==> src/rtl/cell_tx_framer.sv <==
module cell_tx_framer #(
  parameter int         CELL_BYTES = 53,
  parameter logic [9:0] SEED       = 10'h3FF
) (
  input  logic       clk,
  input  logic       rst_n,
  input  logic       cell_avail,
  input  logic       cell_reseed,
  input  logic [7:0] cell_byte,
  output logic       cell_rd,
  input  logic       sync_in,
  output logic       line_out
);
  localparam int         CW   = $clog2(CELL_BYTES + 1);
  localparam logic [4:0] ESC  = 5'b11000;
  localparam logic [9:0] IDLE = 10'b11110_11110;

  function automatic logic [4:0] enc(input logic [3:0] n);
    case (n)
      4'h0: enc = 5'b11110;  4'h1: enc = 5'b01001;
      4'h2: enc = 5'b10100;  4'h3: enc = 5'b10101;
      4'h4: enc = 5'b01010;  4'h5: enc = 5'b01011;
      4'h6: enc = 5'b01110;  4'h7: enc = 5'b01111;
      4'h8: enc = 5'b10010;  4'h9: enc = 5'b10011;
      4'hA: enc = 5'b10110;  4'hB: enc = 5'b10111;
      4'hC: enc = 5'b11010;  4'hD: enc = 5'b11011;
      4'hE: enc = 5'b11100;  default: enc = 5'b11101;
    endcase
  endfunction

  logic [9:0]    shreg, word_nx, lfsr, lfsr_nx;
  logic [3:0]    bitc;
  logic [CW-1:0] left;
  logic          pend, sync_q;
  logic [7:0]    ks, pay;
  logic          bound, sync_rise, take_mk, take_pay, take_sc;

  assign bound     = (bitc == 4'd9);
  assign sync_rise = sync_in & ~sync_q;
  assign take_mk   = bound & pend;
  assign take_pay  = bound & ~pend & (left != '0);
  assign take_sc   = bound & ~pend & (left == '0) & cell_avail;
  assign cell_rd   = take_pay;
  assign pay       = cell_byte ^ ks;

  always_comb begin
    lfsr_nx = lfsr;
    ks      = '0;
    for (int i = 0; i < 8; i++) begin
      ks      = {ks[6:0], lfsr_nx[9] ^ lfsr_nx[6]};
      lfsr_nx = {lfsr_nx[8:0], ks[0]};
    end
  end

  always_comb begin
    if (take_mk)       word_nx = {ESC, enc(4'h8)};
    else if (take_pay) word_nx = {enc(pay[7:4]), enc(pay[3:0])};
    else if (take_sc)  word_nx = {ESC, cell_reseed ? ESC : enc(4'h4)};
    else               word_nx = IDLE;
  end

  always_ff @(posedge clk or negedge rst_n) begin
    if (!rst_n) begin
      shreg    <= IDLE;
      bitc     <= '0;
      line_out <= 1'b0;
      lfsr     <= SEED;
      left     <= '0;
      pend     <= 1'b0;
      sync_q   <= 1'b0;
    end else begin
      sync_q   <= sync_in;
      pend     <= sync_rise | (pend & ~take_mk);
      line_out <= line_out ^ shreg[9];
      shreg    <= bound ? word_nx : {shreg[8:0], 1'b0};
      bitc     <= bound ? 4'd0 : bitc + 4'd1;
      if (take_sc)       left <= CW'(CELL_BYTES);
      else if (take_pay) left <= left - 1'b1;
      if (take_sc && cell_reseed) lfsr <= SEED;
      else if (take_pay)          lfsr <= lfsr_nx;
    end
  end
endmodule

==> config.mk <==
export PLATFORM = sky130hd
export DESIGN_NAME = cell_tx_framer
export DESIGN_NICKNAME = d
export VERILOG_FILES = /design/src/rtl/cell_tx_framer.sv
export SDC_FILE = /design/constraint.sdc
export NUM_CORES = 1
export LEC_CHECK = 0
export ABC_CLOCK_PERIOD_IN_PS = 1800
export CORE_ASPECT_RATIO = 0.6
export CORE_MARGIN = 10
export CORE_UTILIZATION = 59
export CTS_BUF_LIST = sky130_fd_sc_hd__clkbuf_8
export DETAILED_ROUTE_END_ITERATION = 10
export PLACE_DENSITY = 0.78
export SLEW_MARGIN = 5
export SYNTH_ARGS = -nofsm -noshare
export SYNTH_HDL_FRONTEND = slang
export SYNTH_SLANG_ARGS = --single-unit
==> constraint.sdc <==
create_clock -name clk -period 1.8 [get_ports clk]
set_input_delay 0.45 -clock clk [delete_from_list [all_inputs] [get_ports clk]]
set_output_delay 0.45 -clock clk [all_outputs]
set_load 0.1 [all_outputs]
==> impl_results.md, run 1 <==
- Run status: finished, violations left
- Failing checks: setup timing
- Number of hold violations in the final report: 0
- Hold Path Depth: 1
- Critical setup path kind: flip-flop to output port
- Clock root cell: clkbuf_8
- Count of H-tree levels built during CTS: 2
- Global Route Usage Sum: 16.3%
- RSZ-0062 raised after global routing: true
- CP Max Fanout: 2
- Non-Filler Cell Area, Final: 0.00227 mm2
- Remaining max-slew budget at the tightest pin: 61.8%
- Fraction of power consumed by sequential logic: 41.8%
- Filler cells: 136
- Layout Utilization: 86.2%
- CTS tree: yes
- FP Rows: 14
- DRT Pass-1 Iters: 4
- Number of global-route vias before repair: 1346
- Cell Area, Placed: 0.00200 mm2
- Area occupied by multi-input gates: 915 um2
- Nets@finish: 213
- Latest clock arrival within the worst-skew pair: 0.30 ns
- Number of warning messages in the yosys log: 0
- Post-Syn Area per Cell: 10.5 um2
- Placed wire-length estimate after detailed placement: 2990 um
- Maximum root-to-sink buffer count: 2
- Per-cell routed wire length: 20.3 um
- Clock skew after layout: 0.0106 ns
- Part of the total power dissipated in combinational logic: 29.7%
- Via count: 1431
- Routability Congestion: 0.883
- Share of total power consumed by net switching: 33.8%
- Antenna violations before repair: 0
- Count of final setup violators: 4
- Via density: 6.19
- Chip Height: 61.5 um
- Pin count of the biggest net entering global routing: 34
- Cell area after synthesis: 0.00170 mm2
- Number of clock buffers inserted by TritonCTS: 5
- Number of max-slew violations in the final report: 0
- Final critical-path share of the clock period: 110%
- Endpoint kind of the worst setup timing path: output port
- Hold WC Path Type: flip-flop to flip-flop
- Power density relative to cell area: 897 mW/mm2
- Placeable Area: 0.00263 mm2
- Number of port buffers: 14
- Data arrival time of the critical path: 1.54 ns
- Detailed Route WL: 4690 um
- Cell leakage power: 0.980 nW
- Internal power: 0.00135 W
- Data required time at the worst endpoint: 1.35 ns
- Congestion Overflow GR: 0
- Iteration-0 DRC Markers: 118
- Depth of the worst register-to-register path: 7
- Share of post-route cells with drive strength above 1: 32.7%
- Count of hold-fix buffers inserted at cts: 0
- Relative area change from synthesis to final layout: 33.6%
- Starting Density: 64.6%
- Number of maximum-capacitance constraint violations: 0
- Fin worst setup slack: -0.189 ns
- Worst vdd rail ir drop: 0.000662 V
- Die outline width: 89.2 um
- Nets in the synthesized netlist: 177
- Worst Max-Slew Pin Slew: 0.571 ns
- Synthesized netlist cell count: 162
- Number of distinct library cell variants in the gate-level netlist after synthesis: 38
- FF+latch count, synth: 33
- Sequential-to-total area share from yosys stat: 50.0%
- Wire length of the first global-routing pass: 6580 um
- Net switching power: 0.000687 W
- Crit path launch type: flip-flop
- Antenna Violating Nets Remaining: 0
- Final worst path period need: 1.99 ns
- Area taken by flip-flops and latches: 848 um2
- DRC Markers: 0
- IO Count: 15
- Clock transition time at the flip-flop clock pins of the worst setup and hold paths: 0.07 ns
- Highest attainable clock frequency: 0.503 GHz
- Part of the power in the clock network: 28.5%
- Total power: 0.00203 W
- Clock sink count: 33
- Number of diodes: 0
- Die Footprint: 0.00549 mm2
## power by group through the flow
stage          Sequential [W]  Combinational [W]  Clock (W)
6_report             0.000850           0.000605   0.000579
4_1_cts              0.000847           0.000533   0.000583
3_3_place_gp         0.000858           0.000503          0
5_1_grt              0.000854           0.000632   0.000609
3_5_place_dp         0.000859           0.000521          0
2_1_floorplan        0.000936           0.000250          0
## flip-flops by register name, indices dropped and copies added, names as in the netlist
name	cells
lfsr	10
shreg	10
sync_q	1
pend	1
left	6
bitc	4
line_out	1
## metrics by stage
stage / cells / setup WS (ns) / hold WS (ns) / setup TNS, ns
global route: 231 / -0.210 / 0.467 / -0.767
CTS: 229 / -0.165 / 0.432 / -0.165
floorplan: 162 / 0.00119 / 0.154 / 0
finish: 231 / -0.189 / 0.426 / -0.449
global placement: 219 / 0.0406 / 0.418 / 0
detailed placement: 219 / 0.0101 / 0.424 / 0
## repair_timing
item,4_1_cts,5_1_grt
endpoints found under the setup margin,2,15
gates cloned,0,1
gates resized for setup,5,17
pin swaps,2,4
setup buffers,2,1
## Yosys cell counts (all sizes together)
| cell | instances | area, um2 |
|---|---|---|
| nor3 | 3 | 15.0 |
| ha | 2 | 25.0 |
| a2111oi | 1 | 8.76 |
| nand4bb | 1 | 11.3 |
| mux2 | 1 | 11.3 |
| a311oi | 2 | 17.5 |
| nand2 | 25 | 93.8 |
| inv | 7 | 26.3 |
| a211oi | 1 | 7.51 |
| or3 | 2 | 12.5 |
| and4bb | 1 | 12.5 |
| nor4 | 2 | 12.5 |
| buf | 4 | 26.3 |
| xnor2 | 14 | 123 |
| xor2 | 7 | 61.3 |
| a211o | 1 | 8.76 |
| and4 | 1 | 8.76 |
| nand3 | 6 | 30.0 |
| xnor3 | 3 | 67.6 |
| a22o | 1 | 8.76 |
| and3 | 1 | 6.26 |
| a21oi | 1 | 5.00 |
| o21ai | 11 | 55.1 |
| a32oi | 1 | 8.76 |
| dfstp | 18 | 473 |
| clkbuf | 1 | 3.75 |
| nand2b | 2 | 12.5 |
| o2bb2ai | 1 | 8.76 |
| mux2i | 1 | 10.0 |
| a31oi | 4 | 25.0 |
| o211ai | 8 | 60.1 |
| nor2 | 9 | 33.8 |
| o31ai | 1 | 7.51 |
| a31o | 2 | 17.5 |
| and2 | 1 | 6.26 |
| dfrtp | 15 | 375 |
## per-layer routing
layer	track usage, %	part of all wire [%]
met4	9.91	2.8
met5	0	0
met3	4.35	7.6
met1	20.3	42
met2	25.2	48
## critical path, stage by stage, from the launching register on
cell       delay (ns)
dfrtp_1          0.38
nand4bb_4        0.24
a211o_1          0.35
inv_4            0.10
buf_12           0.17
## placed cells by master, fill, tap and decap left out, drive strengths merged, types with 2 or more instances in the layout
master         netlist  final
a311oi               2      2
a31o                 2      2
a31oi                4      4
buf                  4     21
clkbuf               1      7
clkdlybuf4s50        0     12
dfrtp               15     15
dfstp               18     18
ha                   2      2
inv                  7      9
nand2               25     25
nand2b               2      2
nand3                6      6
nor2                 9      9
nor3                 3      3
nor4                 2      2
o211ai               8      8
o21ai               11     11
or3                  2      2
xnor2               14     14
xnor3                3      3
xor2                 7      7
## final timing paths
check                      startpoint        to  slack (ns)
setup reg to reg              bitc[2]   left[5]       -0.12
hold reg to reg                sync_q      pend        0.43
hold / removal                 sync_q      pend        0.43
max in group asynchronous       rst_n  shreg[3]        0.90
min in group asynchronous       rst_n   left[2]        0.57
setup / recovery              bitc[2]   cell_rd       -0.19
## cell families after synthesis
logic type                 Yosys count  share of synthesized area (%)
AOI/OAI and AO/OA                   35                           14.1
xor gates and xnor gates            24                           14.8
adders and majority gates            2                           1.47
buffers and inverters               12                           3.32
DFF                                 33                           50.0
muxes                                2                           1.25
and+or+nand+nor                     54                           15.0
## area by class of cell
type | count | area share [%]
sequential | 33 | 37.4
tap | 32 | 1.77
inverter | 7 | 1.27
clock buffer | 6 | 3.64
multi-input combinational | 117 | 40.4
clock inverter | 2 | 0.331
timing repair buffer | 34 | 15.2
Note: power is estimated with default switching activity, not from simulation.
==> run 2: changes to the inputs <==
--- a/config.mk
+++ b/config.mk
@@ -12,6 +12,7 @@
 export CTS_BUF_LIST = sky130_fd_sc_hd__clkbuf_8
 export DETAILED_ROUTE_END_ITERATION = 10
 export PLACE_DENSITY = 0.78
+export SETUP_SLACK_MARGIN = 0.15
 export SLEW_MARGIN = 5
 export SYNTH_ARGS = -nofsm -noshare
 export SYNTH_HDL_FRONTEND = slang
==> run 2 against run 1 <==
The flow still finishes with violations (setup timing); hold slack better by 0.023 ns; via count increased by 14%; global-route usage rose by 2.0 points; register-to-register slack improved by 0.04 ns; worst setup slack got worse by 0.046 ns; first-iteration DRC count rose by 120%; largest power group unchanged; largest cell class unchanged.
==> impl_results.md, run 2 (synthesis gave the netlist of run 1 again) <==
- Run status: finished, violations left
- Failing checks: setup timing
- RSZ-0062 raised after global routing: true
- Die outline width: 89.2 um (unchanged)
- Routability Congestion: 0.871 (-1.3%)
- Part of the total power dissipated in combinational logic: 32.2% (+2.5 points)
- Cell leakage power: 1.07 nW (+9.6%)
- Final worst path period need: 2.03 ns (+0.0460 ns)
- Fin worst setup slack: -0.235 ns (-0.0460 ns)
- Clock root cell: clkbuf_8
- CTS tree: yes
- Maximum root-to-sink buffer count: 2 (unchanged)
- Number of maximum-capacitance constraint violations: 0 (unchanged)
- Number of hold violations in the final report: 0 (unchanged)
- Total power: 0.00207 W (+1.8%)
- Iteration-0 DRC Markers: 260 (+120%)
- Critical setup path kind: flip-flop to output port
- CP Max Fanout: 3 (+1)
- Data required time at the worst endpoint: 1.35 ns (about the same)
- Congestion Overflow GR: 0 (unchanged)
- Starting Density: 64.6% (unchanged)
- Filler cells: 79 (-42%)
- FP Rows: 14 (unchanged)
- Relative area change from synthesis to final layout: 44.5%
- Detailed Route WL: 6020 um (+29%)
- Met2 global-route usage: 28.7% (+3.5 points)
- Number of global-route vias before repair: 1467 (+9.0%)
- Per-cell routed wire length: 25.1 um (+24%)
- Power density relative to cell area: 844 mW/mm2 (-6.0%)
- DRT Pass-1 Iters: 5 (+1)
- Layer with the highest usage: met2
- Placeable Area: 0.00263 mm2 (unchanged)
- Nets@finish: 222 (+4.2%)
- Met1 routing resource usage after global routing: 23.5% (+3.1 points)
- Registers with the most flip-flops: lfsr x10, shreg x10, left x6
- Clock skew after layout: 0.00826 ns (-0.00237 ns)
- Share of total power consumed by net switching: 35.0% (+1.2 points)
- Data arrival time of the critical path: 1.58 ns (+0.04 ns)
- Clock sink count: 33 (unchanged)
- Cell Area, Placed: 0.00203 mm2 (+1.2%)
- Via density: 6.80 (+9.7%)
- Number of max-slew violations in the final report: 0 (unchanged)
- Area taken by flip-flops and latches: 850 um2 (+0.15%)
- Layout Utilization: 93.3% (+7.1 points)
- Hold WC Path Type: flip-flop to flip-flop
- Number of port buffers: 14 (unchanged)
- Clock transition time at the flip-flop clock pins of the worst setup and hold paths: 0.07 ns (about the same)
- Count of final setup violators: 4 (unchanged)
- M3 GR Usage: 5.14% (+0.79 points)
- Part of the power in the clock network: 26.1% (-2.4 points)
- Setup slack after placement: -0.000667 ns (-0.0108 ns)
- Placed wire-length estimate after detailed placement: 3120 um (+4.4%)
- Chip Height: 61.5 um (unchanged)
- Fraction of power consumed by sequential logic: 41.7% (about the same)
- Highest attainable clock frequency: 0.491 GHz (-2.3%)
- Worst vdd rail ir drop: 0.000652 V (-1.4%)
- Pin count of the biggest net entering global routing: 34 (unchanged)
- Worst Max-Slew Pin Slew: 0.516 ns (-0.0549 ns)
- Number of clock buffers inserted by TritonCTS: 5 (unchanged)
- IO Count: 15 (unchanged)
- Count of H-tree levels built during CTS: 2 (unchanged)
- Antenna Violating Nets Remaining: 0 (unchanged)
- Net switching power: 0.000724 W (+5.3%)
- Via count: 1631 (+14%)
- Commonest cells after routing, fill and taps aside: nand2_1, buf_4, dfstp_2
- Area occupied by multi-input gates: 981 um2 (+7.3%)
- DRC Markers: 0 (unchanged)
- Wire length of the first global-routing pass: 7490 um (+14%)
- Final critical-path share of the clock period: 113% (+2.6 points)
- Internal power: 0.00135 W (about the same)
- Global Route Usage Sum: 18.3% (+2.0 points)
- Latest clock arrival within the worst-skew pair: 0.29 ns (about the same)
- Die Footprint: 0.00549 mm2 (unchanged)
- Commonest non-fill, non-tap cell in the layout: nand2_1
- Endpoint kind of the worst setup timing path: output port
- Antenna violations before repair: 0 (unchanged)
- Remaining max-slew budget at the tightest pin: 65.4% (+3.5 points)
- Non-Filler Cell Area, Final: 0.00245 mm2 (+8.2%)
- Crit path launch type: flip-flop
- Number of diodes: 0 (unchanged)
- Share of post-route cells with drive strength above 1: 42.8% (+10 points)
-- run 2: cell types whose count changed in the layout (fill, tap and decap cells not counted), sizes merged --
cell,delta
buf,+8
clkinv,+2
inv,-1
-- run 2: path summary, 6_finish.rpt --
| check | start | depth (start not counted) | slack (ns) | to |
|---|---|---|---|---|
| worst max-delay path | left[0] | 5 | -0.23 | cell_rd |
| max in group asynchronous | rst_n | 2 | 1.03 | shreg[8] |
| worst max register to register | left[0] | 7 | -0.08 | shreg[1] |
| min in group asynchronous | rst_n | 2 | 0.52 | left[5] |
| worst min-delay path | sync_q | 1 | 0.45 | pend |
| worst min register to register | sync_q | 1 | 0.45 | pend |
-- run 2: timing repair --
action | CTS | global route
buffers inserted | 6 | 6
cloned | 0 | 2
hold buffers | 0 | 0
pin swaps | 9 | 6
endpoints found under the hold margin | 0 | 0
endpoints found under the setup margin | 17 | 24
gates resized for setup | 19 | 24
-- run 2: power by group through the flow --
stage          Combinational [W]  Sequential (W)  Clock, W
4_1_cts                 0.000559        0.000857  0.000530
5_1_grt                 0.000693        0.000866  0.000568
3_5_place_dp            0.000516        0.000868         0
2_1_floorplan           0.000265        0.000936         0
3_3_place_gp            0.000505        0.000864         0
6_report                0.000667        0.000862  0.000541
-- run 2: stage by stage --
stage	setup TNS (ns)	hold WS, ns	instances
floorplan	0	0.154	162
global placement	0	0.405	218
detailed placement	-0.000667	0.446	218
CTS	-0.152	0.455	232
global route	-0.695	0.470	240
finish	-0.376	0.449	240
-- run 2: area by class of cell --
cell class                      count  share of cell area, %
Multi-Input combinational cell    117                   40.0
Sequential cell                    33                   34.6
Timing Repair Buffer               43                   18.8
Clock buffer                        5                   2.81
Tap cell                           32                   1.63
Inverter                            7                   1.58
Clock inverter                      3                  0.561
-- run 2: routing by layer --
layer / vias up / part of all wire [%]
met3: 55 / 11
li1: 663 / -
met2: 153 / 42
met1: 760 / 40
met4: 0 / 6.4
met5: - / 0
-- run 2: worst max-delay path, stage by stage, from the launching register on --
cell and delay, ns:
dfrtp_1 0.39, inv_2 0.06, ha_2 0.21, a211o_4 0.39
inv_12 0.07, buf_16 0.16
